<file path="src/rtl/rsm_pkg.sv">
package rsm_pkg;
  typedef enum logic [1:0] {
    OP_RESET = 2'd0,
    OP_WRITE = 2'd1,
    OP_READ  = 2'd2
  } slot_op_e;

  typedef enum logic [1:0] {
    RES_OK     = 2'd0,
    RES_EMPTY  = 2'd1,
    RES_NODEV  = 2'd2,
    RES_CRCBAD = 2'd3
  } res_stat_e;

  typedef enum logic [2:0] {
    SQ_IDLE,
    SQ_RESET,
    SQ_CMD,
    SQ_RDT,
    SQ_RDC,
    SQ_WR,
    SQ_CHK,
    SQ_OUT
  } seq_state_e;
endpackage

</file>
<file path="src/rtl/rsm_crc_serial.sv">
module rsm_crc_serial #(
  parameter int          CRC_W = 8,
  parameter logic [CRC_W-1:0] POLY_REFL = 8'h8C
) (
  input  logic             clk,
  input  logic             rst_n,
  input  logic             clr,
  input  logic             en,
  input  logic             din,
  output logic [CRC_W-1:0] crc_q
);
  logic             fb;
  logic [CRC_W-1:0] crc_d;

  always_comb begin
    fb    = crc_q[0] ^ din;
    crc_d = (crc_q >> 1) ^ (fb ? POLY_REFL : '0);
  end

  always_ff @(posedge clk or negedge rst_n) begin
    if (!rst_n)   crc_q <= '0;
    else if (clr) crc_q <= '0;
    else if (en)  crc_q <= crc_d;
  end


  crc_idle_chk: assert property (@(posedge clk) disable iff (!rst_n)
    (!clr && !en) |=> $stable(crc_q));
endmodule

</file>
<file path="src/rtl/rsm_branch.sv">
module rsm_branch #(
  parameter int POS_W = 7
) (
  input  logic             t_bit,
  input  logic             c_bit,
  input  logic [POS_W-1:0] pos,
  input  logic [POS_W-1:0] last_disc,
  input  logic             prev_bit,
  output logic             dir,
  output logic             take_zero,
  output logic             dead
);
  always_comb begin
    dead      = t_bit & c_bit;
    take_zero = 1'b0;
    dir       = 1'b0;
    if (t_bit != c_bit) begin
      dir = t_bit;
    end else if (!t_bit) begin
      if (pos < last_disc)       dir = prev_bit;
      else if (pos == last_disc) dir = 1'b1;
      else                       dir = 1'b0;
      take_zero = ~dir;
    end
  end
endmodule

</file>
<file path="src/rtl/rom_search_master.sv">
module rom_search_master
  import rsm_pkg::*;
#(
  parameter int          CODE_W   = 64,
  parameter int          CRC_W    = 8,
  parameter int          CMD_W    = 8,
  parameter logic [7:0]  CMD_CODE = 8'hF0
) (
  input  logic              clk,
  input  logic              rst_n,
  input  logic              start,
  output logic              op_valid,
  output logic [1:0]        op_kind,
  output logic              op_wbit,
  input  logic              op_done,
  input  logic              op_rdata,
  output logic              res_valid,
  input  logic              res_ready,
  output logic [CODE_W-1:0] res_code,
  output logic [1:0]        res_status,
  output logic              res_last
);
  localparam int IDX_W = $clog2(CODE_W);
  localparam int POS_W = IDX_W + 1;
  localparam int CNT_W = $clog2(CMD_W);

  seq_state_e        state;
  logic [IDX_W-1:0]  idx;
  logic [CNT_W-1:0]  cnt;
  logic [CODE_W-1:0] rom_q;
  logic [POS_W-1:0]  last_disc, new_disc, pos;
  logic              t_q, last_q;
  res_stat_e         stat_q;

  logic              dir, take_zero, dead;
  logic              crc_clr, crc_en;
  logic [CRC_W-1:0]  crc_q;

  assign pos = POS_W'(idx) + POS_W'(1);

  rsm_branch #(.POS_W(POS_W)) branch_i (
    .t_bit     (t_q),
    .c_bit     (op_rdata),
    .pos       (pos),
    .last_disc (last_disc),
    .prev_bit  (rom_q[idx]),
    .dir       (dir),
    .take_zero (take_zero),
    .dead      (dead)
  );

  assign crc_clr = (state == SQ_IDLE) && start;
  assign crc_en  = (state == SQ_WR) && op_done;

  rsm_crc_serial #(.CRC_W(CRC_W)) crc_i (
    .clk   (clk),
    .rst_n (rst_n),
    .clr   (crc_clr),
    .en    (crc_en),
    .din   (rom_q[idx]),
    .crc_q (crc_q)
  );

  always_comb begin
    op_valid = 1'b0;
    op_kind  = OP_RESET;
    op_wbit  = 1'b0;
    unique case (state)
      SQ_RESET: begin op_valid = 1'b1; op_kind = OP_RESET; end
      SQ_CMD:   begin op_valid = 1'b1; op_kind = OP_WRITE; op_wbit = CMD_CODE[cnt]; end
      SQ_RDT,
      SQ_RDC:   begin op_valid = 1'b1; op_kind = OP_READ; end
      SQ_WR:    begin op_valid = 1'b1; op_kind = OP_WRITE; op_wbit = rom_q[idx]; end
      default:  ;
    endcase
  end

  assign res_valid  = (state == SQ_OUT);
  assign res_code   = rom_q;
  assign res_status = stat_q;
  assign res_last   = last_q;

  always_ff @(posedge clk or negedge rst_n) begin
    if (!rst_n) begin
      state     <= SQ_IDLE;
      idx       <= '0;
      cnt       <= '0;
      rom_q     <= '0;
      last_disc <= '0;
      new_disc  <= '0;
      t_q       <= 1'b0;
      last_q    <= 1'b0;
      stat_q    <= RES_OK;
    end else begin
      unique case (state)
        SQ_IDLE: if (start) begin
          state    <= SQ_RESET;
          idx      <= '0;
          cnt      <= '0;
          new_disc <= '0;
        end
        SQ_RESET: if (op_done) begin
          if (op_rdata) state <= SQ_CMD;
          else begin
            stat_q    <= RES_EMPTY;
            rom_q     <= '0;
            last_disc <= '0;
            last_q    <= 1'b0;
            state     <= SQ_OUT;
          end
        end
        SQ_CMD: if (op_done) begin
          if (cnt == CNT_W'(CMD_W - 1)) state <= SQ_RDT;
          else cnt <= cnt + 1'b1;
        end
        SQ_RDT: if (op_done) begin
          t_q   <= op_rdata;
          state <= SQ_RDC;
        end
        SQ_RDC: if (op_done) begin
          if (dead) begin
            stat_q    <= RES_NODEV;
            rom_q     <= '0;
            last_disc <= '0;
            last_q    <= 1'b0;
            state     <= SQ_OUT;
          end else begin
            rom_q[idx] <= dir;
            if (take_zero) new_disc <= pos;
            state <= SQ_WR;
          end
        end
        SQ_WR: if (op_done) begin
          if (idx == IDX_W'(CODE_W - 1)) begin
            last_disc <= new_disc;
            last_q    <= (new_disc == '0);
            state     <= SQ_CHK;
          end else begin
            idx   <= idx + 1'b1;
            state <= SQ_RDT;
          end
        end
        SQ_CHK: begin
          stat_q <= (crc_q == '0) ? RES_OK : RES_CRCBAD;
          state  <= SQ_OUT;
        end
        SQ_OUT: if (res_ready) state <= SQ_IDLE;
        default: state <= SQ_IDLE;
      endcase
    end
  end


  res_hold_chk: assert property (@(posedge clk) disable iff (!rst_n)
    (res_valid && !res_ready) |=> (res_valid && $stable(res_code) &&
      $stable(res_status) && $stable(res_last)));


  op_res_excl_chk: assert property (@(posedge clk) disable iff (!rst_n)
    res_valid |-> !op_valid);


  op_hold_chk: assert property (@(posedge clk) disable iff (!rst_n)
    (op_valid && !op_done) |=> (op_valid && $stable(op_kind) && $stable(op_wbit)));


  dead_abort_chk: assert property (@(posedge clk) disable iff (!rst_n)
    (state == SQ_RDC && op_done && t_q && op_rdata) |=>
      (res_valid && res_status == RES_NODEV));


  empty_chk: assert property (@(posedge clk) disable iff (!rst_n)
    (state == SQ_RESET && op_done && !op_rdata) |=>
      (res_valid && res_status == RES_EMPTY && res_code == '0));
endmodule

</file>
<file path="config.mk">
export PLATFORM = sky130hd
export DESIGN_NAME = rom_search_master
export DESIGN_NICKNAME = d
export VERILOG_FILES = /design/src/rtl/rsm_pkg.sv /design/src/rtl/rsm_crc_serial.sv /design/src/rtl/rsm_branch.sv /design/src/rtl/rom_search_master.sv
export SDC_FILE = /design/constraint.sdc
export NUM_CORES = 1
export LEC_CHECK = 0
export ABC_AREA = 1
export BUFFER_PORTS_ARGS = -buffer_cell sky130_fd_sc_hd__buf_2
export CORE_AREA = 2 2 121 123
export CTS_CLUSTER_DIAMETER = 50
export CTS_CLUSTER_SIZE = 25
export DETAILED_ROUTE_END_ITERATION = 12
export DIE_AREA = 0 0 123 125
export GPL_TIMING_DRIVEN = 0
export PLACE_DENSITY = 0.66
export SLEW_MARGIN = 10
export SYNTH_ARGS = -nofsm -noshare
export SYNTH_HDL_FRONTEND = slang
export SYNTH_SLANG_ARGS = --single-unit
</file>
<file path="constraint.sdc">
create_clock -name clk -period 8.4 [get_ports clk]
set_clock_uncertainty 0.2 [all_clocks]
set_input_delay 0.42 -clock clk [delete_from_list [all_inputs] [get_ports clk]]
set_output_delay 0.42 -clock clk [all_outputs]
set_load 0.005 [all_outputs]
</file>
==> summary by stage <==
Clock network
TritonCTS built the clock tree. The post-CTS clock slew at the launch and capture registers of the worst setup and hold paths is 0.07 ns. Clock latency on the worst-skew pair, taken at its later pin, is about 0.36 ns. The buffer depth of the longest clock path is 2. Counting the buffers created by CTS gives 9. CTS built an H-tree with a depth of 3. The setup fix buffers added after clock tree synthesis is 0. The clock root buffer is clkbuf_16.

The clock drives 102 sinks.

Finish
From synthesis to final layout, the design area changed by 14.2%. The final net count is 1,022. The combined area of the multi-input logic cells is 3330 µm². The layout has 1,408 filler cells. In the final layout, the share of cells above drive strength 1 is 0.204. Registers take 2550 µm². The final cell utilization of the core is 0.529. 0 antenna diodes ended up in the layout.

Critical path
The number of buffers and inverters on the critical path is 8. In this design, the stage delay of the slowest critical-path cell is around 0.4 ns. The critical path data required time is 8.49 ns. The most prevalent standard cell on the critical path is inv_1. On the critical path, the stage with the largest delay is an instance of dfrtp_1.

The maximum fanout along the worst path is 10. The startpoint kind of the worst setup timing path is a flop. The setup slack of the most critical reg-to-reg path is about 4.8 ns.

By startpoint and endpoint, the worst setup path is classified as reg2reg. The arrival time reported for the critical path endpoint is between 3 and 4 ns. The startpoint identified for the worst register-to-register timing path is idx[0]. STA classifies the critical path endpoint as a flop.

The kind of cell with the highest combined delay on the critical path is simple AND/OR/NAND/NOR gates. The critical path goes through buf_2 -> inv_2 -> buf_4 -> nor2_1 -> inv_1 -> nor2_1 -> inv_1 -> nand2_1 -> inv_1 -> ha_1 -> nand4_1 -> a21oi_1 -> nor3_1 -> nand2_1 -> inv_1 -> nand2_2 -> nand2_2 -> nand2_2 -> nand2_4 -> buf_6 -> nand3_2 -> nand2_1. The critical path startpoint is idx[0].

Synthesis
For this run, the register share of the synthesized area comes to 0.388. The mean cell area of the mapped netlist is 7.19 µm². The number of different library cells used by synthesis comes to 33. The proportion of register bits with asynchronous set or reset after synthesis is 1.00. The number of instances in the synthesized netlist is 915. nand2_1 is the most common cell in the netlist. Ranked by total cell area, the synthesized netlist is headed by dfrtp_1 39%, nand2_1 15%, nand3_2 9.1%. The cell area that synthesis handed to floorplanning was ~6600 µm².

The Yosys step of the flow raised 0 warnings. The area share of the largest cell type after synthesis is 0.388. In this run, synthesis produced a sequential element count of 102. In this run, synthesis inferred 0 flip-flops with an integrated enable. The biggest area contributor in the post-synthesis netlist is dfrtp_1.

When the netlist entered floorplanning its net count stood at between 900 and 1k. By count the netlist is led by 267 x nand2_1, 108 x inv_1, 108 x nor2_1, 102 x dfrtp_1, 64 x o21ai_0. In the synthesized netlist the dominant register cell turns out to be dfrtp_1.

Power and ir drop
The proportion of power drawn by the clock network is 0.195. The sequential power share is 0.288. Summed over all cells, the static leakage comes to slightly below 4 nW. The internal power of the cells totals 1.09 mW.

The fraction of power spent switching nets is 0.468. IR analysis of the VDD net gives a maximum drop of between 0.15 and 0.2 mV. In this run the power density over the cells is 274 nW/µm².

The switching component of the power is 0.963 mW. The share of total power dissipated in combinational logic is 0.516.

Outcome
The flow ran to the end, and the final reports show no timing, DRC or antenna violations.

Die
The I/O pin count is approximately 80. The die outline area is 15,400 µm². The region available for standard cell placement spans 14,200 µm². The vertical die dimension is 125 µm. The horizontal die dimension is between 100 and 150 µm.

For this configuration, the core starts out at a cell density of 0.463. The floorplan has 44 rows.

Placed design
The routability congestion estimate is 0.861. The HPWL reported at the end of detailed placement is 13,200 µm. The count of buffers added on input and output ports is 77.

Drt
The remaining design rule violation count is 0. The ratio of routed vias to standard cells is approximately 5.3. The routed layout has about 6.3k vias. The final layout contains routed wiring with a total length of 19,100 µm. Before antenna repair, the detailed router went through 5 iterations. The detail route stage leaves a number of antenna-violating nets equal to 0.

The routed wirelength normalized by instance count is 16.0 µm. The initial detailed-routing violation count is 504.

Global routing
The first global-routing pass estimated 31,000 µm of wire. The global-route total usage across every layer is 0.261. The initial antenna violation count is 0. Entering global routing, the biggest net connects 76 pins.

The number of global-route vias before repair was 5,929. Summed over all layers, the global routing overflow is 0.

STA
The final critical path time including I/O delays and setup is 3.61 ns. The normalized max-slew margin is 0.526. The final count of pins violating max slew was 0. For this run, the top clock speed supported by timing is between 200 and 300 MHz. Setup repair after global routing left no endpoint under its margin. Setup violations remaining at the end of the flow were counted as 0.

The slew at the pin with the worst max-slew slack is 0.710 ns. The final clock period utilization by the worst path is 0.429. Summed over all failing endpoints, the final setup total negative slack is 0 ns. The final-report hold violation count came to 0.

Hold path
The startpoint of the worst hold path is op_rdata. The worst min-delay path category is in2reg.

Job
The number of maximum-capacitance violations is 0.
power by group through the flow:
stage                     registers [mW]  logic (mW)  clock network (mW)
final                              0.593        1.06               0.402
after global routing               0.603        1.17               0.430
after CTS                          0.593        1.05               0.413
after detailed placement           0.603        1.04                   0
after global placement             0.601        1.04                   0
after floorplan                    0.591       0.766                   0
layout by cell type (no fill, tap or decap):
cell	instances
nor2_1	108
nor4_1	2
clkinv_2	1
nand3_1	60
inv_1	108
xor2_1	1
clkbuf_8	3
nor2_4	2
or2_1	2
nand2_4	1
o21a_1	2
dlygate4sd3_1	1
a21o_1	1
a21oi_2	1
o21ai_1	32
o211ai_1	1
buf_2	90
nand3b_1	2
o22ai_1	10
nand2_1	267
nand4_1	5
nand2_2	6
buf_4	9
dfrtp_1	102
nand3_2	60
nor3_1	7
o21ai_0	64
or2_0	1
clkbuf_16	9
clkbuf_1	7
a21oi_1	8
nor2_2	4
nor2_8	1
ha_1	11
inv_2	7
a311oi_4	1
buf_16	1
buf_6	10
cell families (layout without fill, tap and decap cells):
logic type | after synthesis | in the layout | synth area share
AO/OA/AOI/OAI | 120 | 120 | 0.0985
buffers and inverters | 153 | 246 | 0.105
AND/OR/NAND/NOR | 528 | 528 | 0.386
adder cells (fa/ha/maj) | 11 | 11 | 0.0209
XOR/XNOR | 1 | 1 | 0.00133
flip-flops | 102 | 102 | 0.388
metal layers:
| layer | track usage | routed length (µm) | vias up |
|---|---|---|---|
| met5 | 0 | 0 | - |
| met4 | 0.0936 | 595 | 0 |
| met3 | 0.0634 | 1340 | 45 |
| met2 | 0.402 | 8820 | 216 |
| met1 | 0.357 | 8370 | 2934 |
| li1 | - | - | 3094 |
metrics by stage:
stage               std cells  setup WS, ns  cell area, µm²  hold slack [ns]  total power, mW
floorplan                 915          5.60            6580          -0.0756             1.36
global placement         1176          4.89            7190            0.272             1.64
detailed placement       1177          4.85            7230            0.111             1.65
CTS                      1192          4.83            7510            0.182             2.06
global route             1192          4.49            7510            0.218             2.20
finish                   1192          4.79            7510            0.195             2.06
flip-flops by register name, summed over array words and instances (netlist names):
register,flops
res_last,1
new_disc,7
res_code,64
last_disc,7
t_q,1
crc_i.crc_q,8
state,3
res_status,2
idx,6
cnt,3
cell type report:
cell class,instances,share of cell area
plain buffers,38,0.0348
inverters,115,0.0575
multi-input cells,660,0.444
repair buffers,79,0.0571
clock inverters,1,0.000666
flip-flops and latches,102,0.340
well taps,184,0.0306
clock buffers,13,0.0360
worst min-delay path: stages:
cell     delay [ns]
buf_2          0.13
inv_1          0.07
o21ai_0        0.08
final timing paths:
path | end | depth (start not counted)
worst max-delay path | res_code[63] | 22
worst min-delay path | t_q | 3
worst max register to register | res_code[63] | 22
worst min register to register | res_status[1] | 1
max in group asynchronous | res_code[55] | 3
min in group asynchronous | last_disc[3] | 2
timing repair:
action	in CTS	in global routing
hold buffers	1	0
resized for setup	0	0
hold endpoints to repair	27	0
Note: power is estimated with default switching activity, not from simulation.
